===== src/rtl/irq_en_pkg.sv =====
package irq_en_pkg;
  localparam int unsigned BUS_DW = 32;
  localparam int unsigned BUS_AW = 8;
  typedef logic [BUS_DW-1:0] bus_word_t;
endpackage


===== src/rtl/irq_en_decode.sv =====
module irq_en_decode #(
  parameter int unsigned ADDR_W   = 8,
  parameter int unsigned N_WORDS  = 3,
  parameter int unsigned CLR_BASE = 'h40,
  parameter int unsigned SET_BASE = 'h30,
  localparam int unsigned IDX_W   = (N_WORDS > 1) ? $clog2(N_WORDS) : 1
) (
  input  logic [ADDR_W-1:0]  addr_i,
  input  logic               wr_i,
  input  logic               priv_i,
  output logic [N_WORDS-1:0] clr_we_o,
  output logic [N_WORDS-1:0] set_we_o,
  output logic               rd_hit_o,
  output logic [IDX_W-1:0]   rd_idx_o
);
  logic [N_WORDS-1:0] clr_hit, set_hit;
  logic wr_ok;

  assign wr_ok = wr_i & priv_i;

  for (genvar w = 0; w < N_WORDS; w++) begin : g_word
    assign clr_hit[w]  = (addr_i == ADDR_W'(CLR_BASE + 4 * w));
    assign set_hit[w]  = (addr_i == ADDR_W'(SET_BASE + 4 * w));
    assign clr_we_o[w] = wr_ok & clr_hit[w];
    assign set_we_o[w] = wr_ok & set_hit[w];
  end

  assign rd_hit_o = |{clr_hit, set_hit};

  always_comb begin
    rd_idx_o = '0;
    for (int w = 0; w < N_WORDS; w++) begin
      if (clr_hit[w] || set_hit[w]) rd_idx_o = IDX_W'(w);
    end
  end
endmodule


===== src/rtl/irq_en_word.sv =====
module irq_en_word #(
  parameter int unsigned DATA_W    = 32,
  parameter int unsigned WORD_IDX  = 0,
  parameter int unsigned NUM_CH    = 96,
  parameter int unsigned ALWAYS_ON = 2
) (
  input  logic              clk_i,
  input  logic              rst_ni,
  input  logic [DATA_W-1:0] clr_i,
  input  logic [DATA_W-1:0] set_i,
  output logic [DATA_W-1:0] en_o
);
  for (genvar b = 0; b < DATA_W; b++) begin : g_bit
    localparam int unsigned CH = WORD_IDX * DATA_W + b;
    if (CH < ALWAYS_ON) begin : g_on
      assign en_o[b] = 1'b1;
    end else if (CH >= NUM_CH) begin : g_pad
      assign en_o[b] = 1'b0;
    end else begin : g_ff
      logic en_q;
      always_ff @(posedge clk_i or negedge rst_ni) begin
        if (!rst_ni)       en_q <= 1'b0;
        else if (clr_i[b]) en_q <= 1'b0;   // clear beats set
        else if (set_i[b]) en_q <= 1'b1;
      end
      assign en_o[b] = en_q;

      a_r7_clear_wins: assert property (@(posedge clk_i) disable iff (!rst_ni)
        clr_i[b] |=> !en_o[b]);
      a_r3_set_enables: assert property (@(posedge clk_i) disable iff (!rst_ni)
        (set_i[b] && !clr_i[b]) |=> en_o[b]);
      a_r2_zero_holds: assert property (@(posedge clk_i) disable iff (!rst_ni)
        (!set_i[b] && !clr_i[b]) |=> $stable(en_o[b]));
    end
  end
endmodule


===== src/rtl/irq_enable_bank.sv =====
module irq_enable_bank #(
  parameter int unsigned NUM_CH    = 96,
  parameter int unsigned ADDR_W    = irq_en_pkg::BUS_AW,
  parameter int unsigned DATA_W    = irq_en_pkg::BUS_DW,
  parameter int unsigned CLR_BASE  = 'h40,
  parameter int unsigned SET_BASE  = 'h30,
  parameter int unsigned ALWAYS_ON = 2,
  localparam int unsigned N_WORDS  = (NUM_CH + DATA_W - 1) / DATA_W,
  localparam int unsigned IDX_W    = (N_WORDS > 1) ? $clog2(N_WORDS) : 1,
  localparam int unsigned PAD_W    = N_WORDS * DATA_W
) (
  input  logic              clk_i,
  input  logic              rst_ni,
  input  logic [ADDR_W-1:0] addr_i,
  input  logic              wr_i,
  input  logic [DATA_W-1:0] wdata_i,
  input  logic              priv_i,
  output logic [DATA_W-1:0] rdata_o,
  input  logic [NUM_CH-1:0] set_hw_i,
  input  logic [NUM_CH-1:0] req_i,
  output logic [NUM_CH-1:0] req_o
);
  logic [N_WORDS-1:0] clr_we, set_we;
  logic               rd_hit;
  logic [IDX_W-1:0]   rd_idx;
  logic [PAD_W-1:0]   en_pad, hw_pad;
  logic [N_WORDS-1:0][DATA_W-1:0] en_w;

  irq_en_decode #(
    .ADDR_W(ADDR_W), .N_WORDS(N_WORDS), .CLR_BASE(CLR_BASE), .SET_BASE(SET_BASE)
  ) u_dec (
    .addr_i(addr_i), .wr_i(wr_i), .priv_i(priv_i),
    .clr_we_o(clr_we), .set_we_o(set_we), .rd_hit_o(rd_hit), .rd_idx_o(rd_idx)
  );

  assign hw_pad = PAD_W'(set_hw_i);

  for (genvar w = 0; w < N_WORDS; w++) begin : g_word
    logic [DATA_W-1:0] clr_m, set_m;
    assign clr_m = clr_we[w] ? wdata_i : '0;
    assign set_m = (set_we[w] ? wdata_i : '0) | hw_pad[w*DATA_W +: DATA_W];
    irq_en_word #(
      .DATA_W(DATA_W), .WORD_IDX(w), .NUM_CH(NUM_CH), .ALWAYS_ON(ALWAYS_ON)
    ) u_word (
      .clk_i(clk_i), .rst_ni(rst_ni), .clr_i(clr_m), .set_i(set_m), .en_o(en_w[w])
    );
    assign en_pad[w*DATA_W +: DATA_W] = en_w[w];
  end

  assign rdata_o = rd_hit ? en_w[rd_idx] : '0;
  assign req_o   = req_i & en_pad[NUM_CH-1:0];

  a_r5_low_pass: assert property (@(posedge clk_i) disable iff (!rst_ni)
    req_o[ALWAYS_ON-1:0] == req_i[ALWAYS_ON-1:0]);
  a_r5_low_read: assert property (@(posedge clk_i) disable iff (!rst_ni)
    (addr_i == ADDR_W'(CLR_BASE)) |-> (rdata_o[ALWAYS_ON-1:0] == '1));
  a_r8_mask_subset: assert property (@(posedge clk_i) disable iff (!rst_ni)
    (req_o & ~req_i) == '0);
  a_r6_user_ignored: assert property (@(posedge clk_i) disable iff (!rst_ni)
    (wr_i && !priv_i && set_hw_i == '0) |=> $stable(en_pad));
  a_r9_unmapped_write: assert property (@(posedge clk_i) disable iff (!rst_ni)
    (wr_i && !rd_hit && set_hw_i == '0) |=> $stable(en_pad));
endmodule


===== config.mk =====
export PLATFORM = sky130hd
export DESIGN_NAME = irq_enable_bank
export DESIGN_NICKNAME = d
export VERILOG_FILES = /design/src/rtl/irq_en_pkg.sv /design/src/rtl/irq_en_decode.sv /design/src/rtl/irq_en_word.sv /design/src/rtl/irq_enable_bank.sv
export SDC_FILE = /design/constraint.sdc
export NUM_CORES = 1
export LEC_CHECK = 0
export BUFFER_PORTS_ARGS = -buffer_cell sky130_fd_sc_hd__buf_2
export CAP_MARGIN = 20
export CORE_AREA = 2 2 139 141
export CTS_BUF_LIST = sky130_fd_sc_hd__clkbuf_8
export DETAILED_ROUTE_END_ITERATION = 6
export DIE_AREA = 0 0 141 143
export MAX_ROUTING_LAYER = met4
export PLACE_DENSITY = 0.62
export SLEW_MARGIN = 25
export SYNTH_ARGS = -nofsm -noshare
export SYNTH_HDL_FRONTEND = slang
export SYNTH_SLANG_ARGS = --single-unit

===== constraint.sdc =====
create_clock -name clk_i -period 2.1 [get_ports clk_i]
set_input_delay 0.42 -clock clk_i [delete_from_list [all_inputs] [get_ports clk_i]]
set_output_delay 0.42 -clock clk_i [all_outputs]
set_load 0.03 [all_outputs]

* Word level (Yosys, flattened, before mapping)
Cells that the tools add are included.
Operators by class: order comparisons 1, equality and inequality tests 6, multiplexer cells 199, bitwise gates (word level) 11, reduce and logical (&&, ||, !) cells 97
Operator list (number):
- $mux W32 | 8
- $mux W1 | 189
- $reduce_bool A2 Y1 | 94
- $and A96 B96 Y96 | 1
- $or A32 B32 Y32 | 3
- $bmux W32 S2 | 1
- $eq A8 B6 Y1 const B | 3
- $eq A8 B7 Y1 const B | 3
- $and A1 B1 Y1 | 7
- $reduce_or A6 Y1 | 1
- $lt A2 B3 Y1 const B | 1
- $logic_or A1 B1 Y1 | 2
- $mux W2 | 1
Word-level totals: flip-flop bits (word level) 94

* Longest topological paths before layout
Gate-level depths: netlist (run 1).
depth after elaboration 7, gate-level depth with buffers 6

* Cells and area by module
Synthesis (run 1) repeated with hierarchy kept, for this count alone.
Unflattened totals: cell total of the unflattened synthesis 724, area total of the unflattened synthesis 7001.7 µm²
By module, submodules not included:
- irq_enable_bank | times used 1, cells an instance 422, area each 2850.2 µm², sequential area each 0.0 µm²
- irq_en_word (g_word[1].u_word ...) | times used 2, cells an instance 96, area each 1361.3 µm², sequential area each 800.8 µm²
- irq_en_word (g_word[0].u_word) | times used 1, cells an instance 93, area each 1295.0 µm², sequential area each 750.7 µm²
- irq_en_decode | times used 1, cells an instance 17, area each 133.9 µm², sequential area each 0.0 µm²

* Least setup slack after synthesis (run 1)
No wires, ideal clock.
path kind input-to-output, from in addr_i[3], to out rdata_o[10], arrival 1.733 ns, data required time 1.680 ns, setup slack -0.053 ns, cell stages on the path 6, buffers on the path 3, path through buf_2 -> nor2b_1 -> clkbuf_1 -> clkbuf_1 -> a2bb2oi_1 -> nor2_1
Between the ends: cells in the longest elaborated chain, start to end 7, elaborated cells between the ends (all ways) 14
Ends and longest elaborated chain:
- start, declared | RTL line irq_enable_bank.sv:14 | input logic [ADDR_W-1:0] addr_i,
- $eq A8 B7 Y1 / $eq A8 B6 Y1 (equally long branches) | RTL line irq_en_decode.sv:22, irq_en_decode.sv:23
- $logic_or A1 B1 Y1 | RTL line irq_en_decode.sv:33 | if (clr_hit[w] || set_hit[w]) rd_idx_o = IDX_W'(w);
- $mux W1 | RTL line irq_en_decode.sv:33
- $mux W2 | RTL line irq_en_decode.sv:33
- $bmux W32 S2 | RTL line irq_enable_bank.sv:50 | assign rdata_o = rd_hit ? en_w[rd_idx] : '0;
- $mux W32 (implied by the code) | RTL line irq_enable_bank.sv:50
- $mux W32 (*) | RTL line irq_enable_bank.sv:50
- end, declared | RTL line irq_enable_bank.sv:18 | output logic [DATA_W-1:0] rdata_o,
Every way passes the cells marked *; elsewhere a longest branch is shown, timed or not. The select of a mux whose other input is x is not followed.

* Worst setup path in the final report (run 1)
from in addr_i[5], to out rdata_o[9]
Same word-level chain as after synthesis.

==> results of run 1 <==
-- cells by family (layout without fill, tap and decap cells) --
kind of cell | count (synthesis) | after routing | synth area share
AOI/OAI and AO/OA | 129 | 129 | 0.175
DFF | 94 | 94 | 0.412
muxes | 30 | 30 | 0.0526
other | 0 | 1 | 0
and+or+nand+nor | 327 | 327 | 0.314
buffers and inverters | 58 | 402 | 0.0461
-- power by group through the flow --
stage / logic [mW] / clock network (mW) / registers [mW]
after CTS: 0.940 / 1.33 / 1.81
after global placement: 0.932 / 0 / 1.85
final: 0.933 / 1.29 / 1.81
after detailed placement: 0.937 / 0 / 1.85
after floorplan: 0.453 / 0 / 1.85
after global routing: 1.00 / 1.42 / 1.81
-- critical path: stages --
cell and delay [ns]:
buf_2 0.12, nor3b_1 0.33, o21ai_4 0.14, buf_4 0.23
nor2_2 0.13, buf_2 0.20
-- area by class of cell --
class,instances,share of cell area
sequential,94,0.286
tap,234,0.0356
clock buffer,9,0.0151
timing repair buffer,384,0.259
clock inverter,7,0.00990
multi-input combinational,486,0.393
antenna,1,0.000305
inverter,2,0.000914
-- final timing paths --
check                      slack, ns                                          endpoint                                             start  depth (start not counted)
max                              0.1                                        rdata_o[9]                                         addr_i[5]                          6
min                             0.29   g_word[1].u_word.g_bit[0].g_ff.en_q$_DFFE_PN0P_                                        wdata_i[0]                          2
max reg2reg                     1.34  g_word[0].u_word.g_bit[12].g_ff.en_q$_DFFE_PN0P_  g_word[0].u_word.g_bit[12].g_ff.en_q$_DFFE_PN0P_                          2
min reg2reg                     0.59  g_word[1].u_word.g_bit[19].g_ff.en_q$_DFFE_PN0P_  g_word[1].u_word.g_bit[19].g_ff.en_q$_DFFE_PN0P_                          2
max in group asynchronous       0.93  g_word[2].u_word.g_bit[15].g_ff.en_q$_DFFE_PN0P_                                            rst_ni                          3
min in group asynchronous       0.52  g_word[1].u_word.g_bit[31].g_ff.en_q$_DFFE_PN0P_                                            rst_ni                          2
-- routing by layer --
layer  part of all wire  global-route usage
met4              0.013              0.0558
met2               0.50               0.373
met3              0.063              0.0396
met1               0.42               0.285
met5                  0                   -
-- Yosys cell counts (3+ instances only) --
library cell	count
buf_6	3
dfrtp_1	94
a2bb2oi_1	30
a22oi_1	94
and2_1	94
nand4_1	94
mux2i_1	30
buf_1	7
clkbuf_1	32
buf_2	12
nor2_1	125
-- repair_timing --
| action | 4_1_cts | 5_1_grt |
|---|---|---|
| hold endpoints to repair | 29 | 0 |
| resized for setup | 0 | 1 |
| hold buffers | 1 | 0 |
| endpoints found under the setup margin | 0 | 6 |
-- per-stage QoR --
stage	hold WS [ns]	power, mW	util	worst slack (ns)
CTS	0.256	4.09	0.442	0.0725
global route	0.258	4.23	0.442	0.00889
global placement	0.419	2.78	0.430	0.0807
floorplan	0.124	2.30	-	0.0673
detailed placement	0.416	2.79	0.430	0.0722
finish	0.286	4.03	0.442	0.0970
==> impl_metrics.yaml, run 1 <==
logic_synthesis:
  synth_top_area_cell: "dfrtp_1"
  async_flop_share: 1.00
  synth_warnings: 0
  ys_ff_latch: 94
  synthFlopType: "dfrtp_1"
  synth_cells: 638
  syn_area_um2: 5700
  yosysTopAreaCellShare: 0.412
  synth-seq-area-share: 0.412
  synth_cell_type_count: 27
  synth_edf_count: 0
  yosys-top-cells-area: "dfrtp_1, a22oi_1, and2_1"
  postSynthAreaPerCell_um2: 8.94
  synthesis.nets: 874
floorplanning:
  core.rowCount: 50
  start_util: 0.307
  core_area_um2: 18600
  die_height_um: 143
  die_x_um: 141
  die_area_um2: 20200
  io-pin-count: 364
cts:
  cts_buffer_depth: 2
  cts-root-buf: "clkbuf_8"
  cts_buffers: 9
  htree_num_levels: 3
  clk_latency_ns: 0.37
  clkSlewWorstSetupHoldPaths_ns: 0.10
  cts_tree: "done"
  clkSinkCount: 94
  postCtsSetupRepairBufs: 0
routing:
  dr.pass1.iters: 4
  num_vias: 6242
  totalWireLength_mm: 22.2
  drc: 0
  drt_iter0_markers: 323
  viasPerCell: 5.13
  wl_per_cell_um: 18.3
  ant_nets: 0
power:
  p_leak_nw: 3.41
  seqPwrFrac: 0.449
  power_frac_clock: 0.319
  p_sw_mw: 1.29
  p_int_mw: 2.75
  p_comb_frac: 0.231
  p_sw_frac: 0.319
  powerDensity_nw_per_um2: 491
  ir_worst_vdd_uv: 338
layout:
  finalInstanceArea_um2: 8220
  largest_reg_flops: 94
  n_fill_cell: 1874
  fin_nets: 1213
  fin_cells: 1217
  drive_gt1_frac: 0.448
  multi_input_area_um2: 3230
  syn_to_final_growth_pct: 44.1
  seqCellArea_um2: 2350
  top_register: "g_word.u_word.g_bit.g_ff.en_q"
  mostFrequentLayoutCell: "buf_2"
  top_regs: "g_word.u_word.g_bit.g_ff.en_q (94)"
worst_setup_path:
  crit_arrival_ns: 1.58
  end_kind: "primary output"
  crit_type: "input port to primary output"
  critPathMaxFanout: 12
  start_kind: "input port"
  crit_required_ns: 1.68
place:
  port_buffers: 357
  hpwl_mm: 16.5
  placed_cell_area_um2: 8000
  dp.cells: 1199
  gp_congestion: 0.806
grt:
  grt_pass1_wl_mm: 33.9
  grt.overflow.total: 0
  grt_pass1_vias: 5919
  grt_max_degree: 95
  antenna_found_initial: 1
  track_usage: 0.224
timing:
  fmax_mhz: 499
  finalClockSkew_ns: 0
  finalHoldViolCount: 0
  grt_setup_unrepaired: "false"
  worst_slew_pin_slew_ns: 0.487
  period_minus_slack_ns: 2.00
  timing.final.crit_share: 0.954
  maxSlewViolCount: 0
  setup_tns_ns: 0
  slew_headroom: 0.676
  finalSetupViolations: 0
job:
  maxCapViolations: 0
worst_hold_path:
  hold_path_class: "input port to flop"
run_status:
  status: "finished, final reports clean"
Note: power is estimated with default switching activity, not from simulation.
==> run 2: changes to the inputs <==
CORE_AREA = 2 2 140 142   (was 2 2 139 141)
DIE_AREA = 0 0 142 144   (was 0 0 141 143)
PLACE_DENSITY = 0.69   (was 0.62)
SYNTH_HIERARCHICAL = 1   (was default)
==> run 2 against run 1 <==
  * The run now ends with negative setup slack left
  * Clock power is 8% higher
  * Cell count is 3.0% higher
  * Non-clock buffer count is 23 higher
  * Combinational power is 4.7% lower
  * Clock-buffer cell count is 1 higher
  * Total power is 1.5% higher
  * Maximum frequency is 24% lower
  * Synthesized cell count is 13% higher
  * Hold slack worse by 0.28 ns
  * First-iteration DRC count is 58% lower
  * Largest cell class unchanged
  * Largest power group unchanged
==> impl_metrics.yaml, run 2 <==
cts:
  clk_latency_ns: 0.37
  cts_tree: "done"
  htree_num_levels: 3
  cts-root-buf: "clkbuf_8"
  clkSlewWorstSetupHoldPaths_ns: 0.10
  cts_buffer_depth: 2
  clkSinkCount: 94
  cts_buffers: 9
  cts-hold-fix-buffers: 0
place:
  gp_congestion: 0.821
  dp.cells: 1230
  port_buffers: 361
  hpwl_mm: 17.6
worst_setup_path:
  start_kind: "input port"
  critPathMaxFanout: 5
  cp_slowest_stage_delay_ns: 0.57
  cp.depth: 9
  end_kind: "primary output"
  crit_type: "input port to primary output"
  crit_buf_inv: 5
  cp_top_family: "buffers and inverters"
  crit_slowest_cell: "or4b_4"
  crit_required_ns: 1.68
  reg2reg_depth: 1
  path_cells: "buf_6, or4b_4, a211oi_4, buf_6, buf_12, buf_4, mux2i_4, o22ai_4, buf_4"
  crit_arrival_ns: 2.23
layout:
  drive_gt1_frac: 0.487
  fin_nets: 1245
  fin_cells: 1253
  top_register: "g_word.u_word/g_bit.g_ff.en_q"
  syn_to_final_growth_pct: 40.7
  seqCellArea_um2: 2350
  n_fill_cell: 1726
  final_cell_mix: "buf_2, and2_1, a21o_1, o21ba_1, dfrtp_1"
  largest_reg_flops: 94
  top_regs: "g_word.u_word/g_bit.g_ff.en_q (94)"
  multi_input_area_um2: 4350
  mostFrequentLayoutCell: "buf_2"
grt:
  grt_pass1_wl_mm: 34.1
  antenna_found_initial: 1
  grt.overflow.total: 0
  globalRouteMet2Util: 0.410
  grt.busiest_layer: "met2"
  use_met1: 0.268
  track_usage: 0.228
  grtUsageMet3: 0.0298
  grt_max_degree: 95
  grt_pass1_vias: 6135
floorplanning:
  die_x_um: 142
  core_area_um2: 19100
  io-pin-count: 364
  start_util: 0.366
  die_height_um: 144
  die_area_um2: 20400
  core.rowCount: 51
logic_synthesis:
  syn_area_um2: 6970
  synth_cells: 720
  postSynthAreaPerCell_um2: 9.69
  synth_warnings: 6
timing:
  timing.final.crit_share: 1.26
  setup_slack_ns: -0.545
  maxSlewViolCount: 0
  finalHoldViolCount: 0
  setup_tns_ns: -16.41
  period_minus_slack_ns: 2.65
  slew_headroom: 0.568
  grt_setup_unrepaired: "true"
  finalClockSkew_ns: 0
  fmax_mhz: 378
  finalSetupViolations: 32
  worst_slew_pin_slew_ns: 0.648
  hold_slack_ns: 0.00654
routing:
  totalWireLength_mm: 22.9
  drt_iter0_markers: 135
  viasPerCell: 4.94
  wl_per_cell_um: 18.3
  ant_nets: 0
  drc: 0
  num_vias: 6189
  dr.pass1.iters: 4
run_status:
  status: "finished, violations left"
  violations: "negative setup slack"
power:
  ir_worst_vdd_uv: 337
  powerDensity_nw_per_um2: 417
  p_leak_nw: 4.56
job:
  maxCapViolations: 0
worst_hold_path:
  hold_path_class: "input port to asynchronous set/reset pin"
## run 2: what timing repair did
action,in CTS,in global routing
setup endpoints to repair,32,32
gates resized for setup,76,21
gates cloned,3,0
pin swaps,3,3
buffers inserted,3,1
## run 2: layout make-up
cell class | count | area share
well taps | 238 | 0.0303
repair buffers | 407 | 0.264
multi-input cells | 497 | 0.443
clock buffers | 10 | 0.0140
flip-flops and latches | 94 | 0.240
clock inverters | 6 | 0.00867
diodes | 1 | 0.000255
## run 2: metrics by stage
step                worst slack (ns)   util  instance area (um^2)  total power, mW
floorplan                     -0.232      -                  7450             2.28
global placement              -0.618  0.477                  9100             2.71
detailed placement            -0.659  0.477                  9100             2.72
CTS                           -0.573  0.511                  9740             4.16
global route                  -0.580  0.514                  9810             4.30
finish                        -0.545  0.514                  9810             4.10
## run 2: path summary, 6_finish.rpt
kind	startpoint	to	slack [ns]
setup / recovery	addr_i[1]	rdata_o[14]	-0.55
hold / removal	rst_ni	g_word[1].u_word/g_bit[10].g_ff.en_q$_DFFE_PN0P_	0.007
setup reg to reg	g_word[1].u_word/g_bit[26].g_ff.en_q$_DFFE_PN0P_	g_word[1].u_word/g_bit[26].g_ff.en_q$_DFFE_PN0P_	1.35
hold reg to reg	g_word[1].u_word/g_bit[30].g_ff.en_q$_DFFE_PN0P_	g_word[1].u_word/g_bit[30].g_ff.en_q$_DFFE_PN0P_	0.51
max in group asynchronous	rst_ni	g_word[1].u_word/g_bit[15].g_ff.en_q$_DFFE_PN0P_	1.52
min in group clk_i	set_hw_i[83]	g_word[2].u_word/g_bit[19].g_ff.en_q$_DFFE_PN0P_	0.33
## run 2: layer usage
| layer | up-vias | wire length, um |
|---|---|---|
| li1 | 2947 | - |
| met1 | 2962 | 9400 |
| met2 | 257 | 12000 |
| met3 | 23 | 1190 |
| met4 | 0 | 386 |
| met5 | - | 0 |
## run 2: power breakdown
group	leakage (nW)	internal (mW)	total, mW	switching (mW)
clock network	0.114	0.703	1.39	0.690
registers	0.823	1.81	1.81	0.00256
logic	3.62	0.392	0.889	0.498
total	4.56	2.91	4.10	1.19
